File: src/rtl/reset_hub_pkg.sv
package reset_hub_pkg;

  localparam int NUM_SRC   = 9;
  localparam int SRC_PIN   = 0;
  localparam int SRC_WWDG  = 1;
  localparam int SRC_IWDG  = 2;
  localparam int SRC_SW0   = 3;
  localparam int SRC_SW1   = 4;
  localparam int SRC_LP    = 5;
  localparam int SRC_OBL   = 6;
  localparam int SRC_BOR   = 7;
  localparam int SRC_RADIO = 8;

  typedef logic [NUM_SRC-1:0] srcVec_t;

  localparam srcVec_t BOR_ONLY = srcVec_t'(1) << SRC_BOR;

  typedef enum logic [1:0] {
    LP_NONE  = 2'b00,
    LP_STOP  = 2'b01,
    LP_STDBY = 2'b10,
    LP_SHDN  = 2'b11
  } lpMode_e;

  // strobes from control to datapath
  typedef struct packed {
    srcVec_t setMask;   // sources newly asserted this cycle
    logic    borWipe;   // brown-out rose: drop all other flags
    logic    pulseLoad; // (re)start the pad pulse
  } hubStrobe_t;

endpackage

File: src/rtl/reset_hub_ctrl.sv
module reset_hub_ctrl
  import reset_hub_pkg::*;
#(
  parameter bit HAS_RADIO = 1'b1
) (
  input  logic       clk,
  input  logic       porRstN,
  input  logic       wwdgReq,
  input  logic       iwdgReq,
  input  logic [1:0] swReq,
  input  logic       borReq,
  input  logic       oblLaunch,
  input  logic       radioErr,
  input  logic       lpEntryDone,
  input  logic [1:0] lpMode,
  input  logic [2:0] optLpRstN,
  output hubStrobe_t strobe,
  output logic       intActive,
  output logic       lpGrant,
  output logic [1:0] lpGrantMode
);

  logic    radioGated;
  logic    modeValid;
  logic    optSel;
  logic    lpRstQ;
  srcVec_t intNow;
  srcVec_t reqQ;
  srcVec_t rise;

  generate
    if (HAS_RADIO) begin : g_radio
      assign radioGated = radioErr;
    end else begin : g_noRadio
      assign radioGated = 1'b0;
    end
  endgenerate

  // pick the option bit that belongs to the requested mode
  always_comb begin
    case (lpMode)
      LP_STOP:  optSel = optLpRstN[0];
      LP_STDBY: optSel = optLpRstN[1];
      LP_SHDN:  optSel = optLpRstN[2];
      default:  optSel = 1'b1;
    endcase
  end

  assign modeValid = lpEntryDone && (lpMode != LP_NONE);

  always_ff @(posedge clk or negedge porRstN) begin
    if (!porRstN) begin
      lpRstQ      <= 1'b0;
      lpGrant     <= 1'b0;
      lpGrantMode <= LP_NONE;
    end else begin
      lpRstQ      <= modeValid && !optSel;
      lpGrant     <= modeValid && optSel;
      lpGrantMode <= (modeValid && optSel) ? lpMode : LP_NONE;
    end
  end

  // on-chip request vector in flag order; the pin bit comes from the filter
  always_comb begin
    intNow            = '0;
    intNow[SRC_WWDG]  = wwdgReq;
    intNow[SRC_IWDG]  = iwdgReq;
    intNow[SRC_SW0]   = swReq[0];
    intNow[SRC_SW1]   = swReq[1];
    intNow[SRC_LP]    = lpRstQ;
    intNow[SRC_OBL]   = oblLaunch;
    intNow[SRC_BOR]   = borReq;
    intNow[SRC_RADIO] = radioGated;
  end

  always_ff @(posedge clk or negedge porRstN) begin
    if (!porRstN) reqQ <= '0;
    else          reqQ <= intNow;
  end

  assign rise = intNow & ~reqQ;

  always_comb begin
    strobe.setMask   = rise;
    strobe.borWipe   = rise[SRC_BOR];
    strobe.pulseLoad = |rise;
  end

  assign intActive = |reqQ;

endmodule

File: src/rtl/reset_hub_dp.sv
module reset_hub_dp
  import reset_hub_pkg::*;
#(
  parameter longint unsigned CLK_HZ   = 64'd48_000_000,
  parameter int              FILT_LEN = 4
) (
  input  logic       clk,
  input  logic       porRstN,
  input  logic       pinIn,
  input  hubStrobe_t strobe,
  input  logic       flagClrWr,
  input  srcVec_t    flagClrMask,
  output logic       pinDriveLow,
  output logic       pullUpEn,
  output logic       extLow,
  output srcVec_t    rstFlags
);

  localparam longint unsigned PULSE_L = (CLK_HZ * 64'd20 + 64'd999_999) / 64'd1_000_000;
  localparam int PULSE_CYC = (PULSE_L == 0) ? 1 : int'(PULSE_L);
  localparam int CNT_W     = $clog2(PULSE_CYC + 1);
  localparam int FILT_W    = $clog2(FILT_LEN + 1);

  logic              syncA;
  logic              syncB;
  logic [1:0]        driveHist;
  logic              holdFilt;
  logic [FILT_W-1:0] filtCnt;
  logic              extHit;
  logic [CNT_W-1:0]  pulseCnt;
  logic [CNT_W-1:0]  pulseNext;
  srcVec_t           setAll;
  srcVec_t           clrVec;

  // pad synchronizer
  always_ff @(posedge clk or negedge porRstN) begin
    if (!porRstN) begin
      syncA <= 1'b1;
      syncB <= 1'b1;
    end else begin
      syncA <= pinIn;
      syncB <= syncA;
    end
  end

  // own drive and the synchronizer tail behind it are not external lows
  always_ff @(posedge clk or negedge porRstN) begin
    if (!porRstN) driveHist <= '0;
    else          driveHist <= {driveHist[0], pinDriveLow};
  end

  assign holdFilt = pinDriveLow || (|driveHist);
  assign extHit   = !holdFilt && !syncB && (filtCnt == FILT_W'(FILT_LEN - 1));

  always_ff @(posedge clk or negedge porRstN) begin
    if (!porRstN) begin
      filtCnt <= '0;
    end else if (holdFilt || syncB) begin
      filtCnt <= '0;
    end else if (filtCnt != FILT_W'(FILT_LEN)) begin
      filtCnt <= filtCnt + 1'b1;
    end
  end

  assign extLow = (filtCnt == FILT_W'(FILT_LEN));

  // pad pulse stretcher
  always_comb begin
    if (strobe.pulseLoad)   pulseNext = CNT_W'(PULSE_CYC);
    else if (pulseCnt != 0) pulseNext = pulseCnt - 1'b1;
    else                    pulseNext = '0;
  end

  always_ff @(posedge clk or negedge porRstN) begin
    if (!porRstN) begin
      pulseCnt    <= '0;
      pinDriveLow <= 1'b0;
      pullUpEn    <= 1'b1;
    end else begin
      pulseCnt    <= pulseNext;
      pinDriveLow <= (pulseNext != 0);
      pullUpEn    <= (pulseNext == 0);
    end
  end

  // sticky cause flags, set beats clear
  always_comb begin
    setAll          = strobe.setMask;
    setAll[SRC_PIN] = extHit;
    clrVec          = flagClrWr ? flagClrMask : '0;
  end

  always_ff @(posedge clk or negedge porRstN) begin
    if (!porRstN)           rstFlags <= BOR_ONLY;
    else if (strobe.borWipe) rstFlags <= setAll;
    else                    rstFlags <= (rstFlags & ~clrVec) | setAll;
  end

endmodule

File: src/rtl/reset_hub.sv
module reset_hub
  import reset_hub_pkg::*;
#(
  parameter longint unsigned CLK_HZ    = 64'd48_000_000,
  parameter int              FILT_LEN  = 4,
  parameter bit              HAS_RADIO = 1'b1
) (
  input  logic       clk,
  input  logic       porRstN,
  input  logic       pinIn,
  output logic       pinDriveLow,
  output logic       pullUpEn,
  input  logic       wwdgReq,
  input  logic       iwdgReq,
  input  logic [1:0] swReq,
  input  logic       borReq,
  input  logic       oblLaunch,
  input  logic       radioErr,
  input  logic       lpEntryDone,
  input  logic [1:0] lpMode,
  input  logic [2:0] optLpRstN,
  output logic       lpGrant,
  output logic [1:0] lpGrantMode,
  input  logic       flagClrWr,
  input  logic [8:0] flagClrMask,
  output logic [8:0] rstFlags,
  output logic       sysRst
);

  hubStrobe_t strobe;
  logic       intActive;
  logic       extLow;

  reset_hub_ctrl #(
    .HAS_RADIO(HAS_RADIO)
  ) u_ctrl (
    .clk        (clk),
    .porRstN    (porRstN),
    .wwdgReq    (wwdgReq),
    .iwdgReq    (iwdgReq),
    .swReq      (swReq),
    .borReq     (borReq),
    .oblLaunch  (oblLaunch),
    .radioErr   (radioErr),
    .lpEntryDone(lpEntryDone),
    .lpMode     (lpMode),
    .optLpRstN  (optLpRstN),
    .strobe     (strobe),
    .intActive  (intActive),
    .lpGrant    (lpGrant),
    .lpGrantMode(lpGrantMode)
  );

  reset_hub_dp #(
    .CLK_HZ  (CLK_HZ),
    .FILT_LEN(FILT_LEN)
  ) u_dp (
    .clk        (clk),
    .porRstN    (porRstN),
    .pinIn      (pinIn),
    .strobe     (strobe),
    .flagClrWr  (flagClrWr),
    .flagClrMask(flagClrMask),
    .pinDriveLow(pinDriveLow),
    .pullUpEn   (pullUpEn),
    .extLow     (extLow),
    .rstFlags   (rstFlags)
  );

  assign sysRst = !porRstN || extLow || intActive || pinDriveLow;

endmodule

File: config.mk
export PLATFORM = sky130hd
export DESIGN_NAME = reset_hub
export DESIGN_NICKNAME = d
export VERILOG_FILES = /design/src/rtl/reset_hub_pkg.sv /design/src/rtl/reset_hub_ctrl.sv /design/src/rtl/reset_hub_dp.sv /design/src/rtl/reset_hub.sv
export SDC_FILE = /design/constraint.sdc
export NUM_CORES = 1
export LEC_CHECK = 0
export BUFFER_PORTS_ARGS = -buffer_cell sky130_fd_sc_hd__buf_2
export CAP_MARGIN = 20
export CORE_MARGIN = 8
export CORE_UTILIZATION = 35
export CTS_BUF_LIST = sky130_fd_sc_hd__clkbuf_16
export CTS_CLUSTER_SIZE = 12
export DETAILED_ROUTE_END_ITERATION = 10
export GPL_TIMING_DRIVEN = 0
export HOLD_SLACK_MARGIN = 0.06
export SLEW_MARGIN = 10
export SYNTH_ARGS = -nofsm -noshare
export SYNTH_HDL_FRONTEND = slang
export SYNTH_HIERARCHICAL = 1
export SYNTH_SLANG_ARGS = --single-unit
File: constraint.sdc
create_clock -name clk -period 2.7 [get_ports clk]
set_clock_uncertainty 0.05 [all_clocks]
set_input_delay 0.135 -clock clk [delete_from_list [all_inputs] [get_ports clk]]
set_output_delay 0.135 -clock clk [all_outputs]
set_load 0.1 [all_outputs]
==> flow_summary.ini <==
[synth]
synth_warnings = 6
avgSynthCellArea_sq_um = 10.67
synth_cells = 174
syn_area_sq_um = 1857
synth_nets = 205

[power_and_ir_drop]
p_clk_share_pct = 39.7
peakVddDrop_mv = 0.2610
combPwrFrac_pct = 19.6
switching_share_pct = 27.89
p_seq_share_pct = 40.7
p_int_w = 0.001161
power_density_nw_per_um2 = 670.0
finalPower_w = 0.001609
p_leak_nw = 1.097
switching_power_w = 0.0004489

[sta]
hold_ws_ns = 0.07196
rsz0062_at_grt = false
drv_slew = 0
period_minus_slack_ns = 2.315
max_freq_mhz = 432.0
maxSlewHeadroom_pct = 42.37
period_share_pct = 85.73
tns_ns = 0
finalSetupViolCount = 0
report.final.hold_viol_count = 0
worstMarginPinSlew_ns = 0.8644

[floorplanning]
coreArea_sq_um = 5107
initial_utilization_pct = 36.35
fp-row-count = 26
die_h_microns = 88.84
io-pin-count = 41
die_w_microns = 88.84
die_area_sq_um = 7892

[placement]
gp_congestion = 0.8277
dpl.cell_count = 283
portBuffers = 39
place_area_sq_um = 2140
hpwl_microns = 2904

[hold_path]
hold_path_depth = 3
hold_start = lpMode[1]
hp-class = input port to flip-flop

[routing]
drc = 0
drt_pass1_iterations = 4
wirelength_microns = 3945
drt_iter0_drc = 31
wl_per_cell_microns = 13.11
via_count = 1467
via_per_inst = 4.874
final_antenna_net_count = 0

[clock_network]
htreeDepth = 2
path_clk_slew_ns = 0.05
cts.sinks = 40
numCtsBuffers = 5
clk_latency_ns = 0.27
cts_setup_buffers = 0
cts_root_buf = clkbuf_16
cts_tree = done
clock_path_buffers = 2

[global_routing]
grtUsageTotal_pct = 10.97
busiest_layer = met2
grt_pass1_vias = 1495
grt_max_degree = 42
antenna_found_initial = 0
met3_usage_pct = 3.157
gr-usage-met2_pct = 19.14
grt_pass1_wl_microns = 6844
grt_overflow = 0
gr-usage-met1_pct = 12.59

[worst_setup_path]
critical_path.cell_chain = dlygate4sd3_1 -> buf_2 -> or4b_1 -> buf_2
criticalPathCategory = input port to output port
cpPeakStageDelay_ns = 0.68
cpMostUsedCell = buf_2
cp-startpoint = porRstN
worst_ep_required_time_ns = 2.52
reg2reg_depth = 7
cp-end-kind = output port
crit_fanout = 41
start_kind = input port
r2r-start = u_dp/pulseCnt[0]$_DFF_PN0_
cp_data_arrival_time_ns = 2.13
critical_path.slowest_cell = buf_2

[finish]
final_area_sq_um = 2402
layout_common_cells = buf_2 (41), dfrtp_1 (36), nand2_1 (20), nor2_1 (16)
post_layout_nonfiller_instances = 301
antenna_cells = 0
nNetsFinal = 261
final_common_cell = buf_2
syn2layout_area_growth_pct = 29.38
nFillCells = 487
layout-drive-gt1-share_pct = 31.17

[job]
maxCapViolations = 0

[status]
status = finished, final reports clean
sequential cells by signal, indices dropped and copies added (netlist names):
name,flops
u_dp/pulseCnt,10
u_dp/rstFlags,9
u_ctrl/reqQ,8
u_dp/filtCnt,3
u_ctrl/lpGrantMode,2
u_dp/driveHist,2
u_ctrl/lpGrant,1
u_ctrl/lpRstQ,1
u_dp/pinDriveLow,1
u_dp/pullUpEn,1
u_dp/syncA,1
u_dp/syncB,1
final timing paths:
check | to | slack (ns)
max | sysRst | 0.39
min | u_ctrl/lpGrantMode[0]$_DFF_PN0_ | 0.07
max reg2reg | u_dp/pulseCnt[4]$_DFF_PN0_ | 0.51
min reg2reg | u_dp/syncB$_DFF_PN1_ | 0.30
max in group asynchronous | u_dp/pinDriveLow$_DFF_PN0_ | 1.60
min in group asynchronous | u_dp/rstFlags[6]$_DFF_PN0_ | 0.47
worst max-delay path: cells and delay by family:
family,cells,cell delay [ns]
buffers and inverters,3,1.51
AND/OR/NAND/NOR,1,0.48
what timing repair did:
item                                   CTS  global route
hold buffers                            10             0
endpoints found under the hold margin   45             0
resized for setup                        0             0
per-stage QoR:
stage | utilization, % | setup slack [ns]
final | 47.04 | 0.3852
after detailed placement | 41.89 | 0.5400
after global placement | 41.89 | 0.5461
after CTS | 47.04 | 0.3096
after floorplan | - | 0.7044
after global routing | 47.04 | 0.1644
power groups by stage:
stage	Sequential, W	Clock (W)	Combinational, W
after detailed placement	0.000665	0	0.000306
after global routing	0.000659	0.000684	0.000340
after global placement	0.000664	0	0.000306
final	0.000655	0.000639	0.000315
after CTS	0.000655	0.000664	0.000318
after floorplan	0.000778	0	0.000117
layout make-up:
type / instances / area, sq um / share of cell area, %
clock buffers: 5 / 125.1 / 5.208
inverters: 11 / 41.29 / 1.719
well taps: 70 / 87.58 / 3.646
multi-input cells: 115 / 765.7 / 31.88
clock inverters: 3 / 37.54 / 1.563
plain buffers: 8 / 43.79 / 1.823
flip-flops and latches: 40 / 1006 / 41.87
repair buffers: 49 / 295.3 / 12.29
layer usage:
layer | vias up | routed length [microns]
met2 | 44 | 1938
met4 | 0 | 15
met3 | 2 | 295
li1 | 723 | -
met1 | 698 | 1696
met5 | - | 0
(Power assumes the default switching activity.)
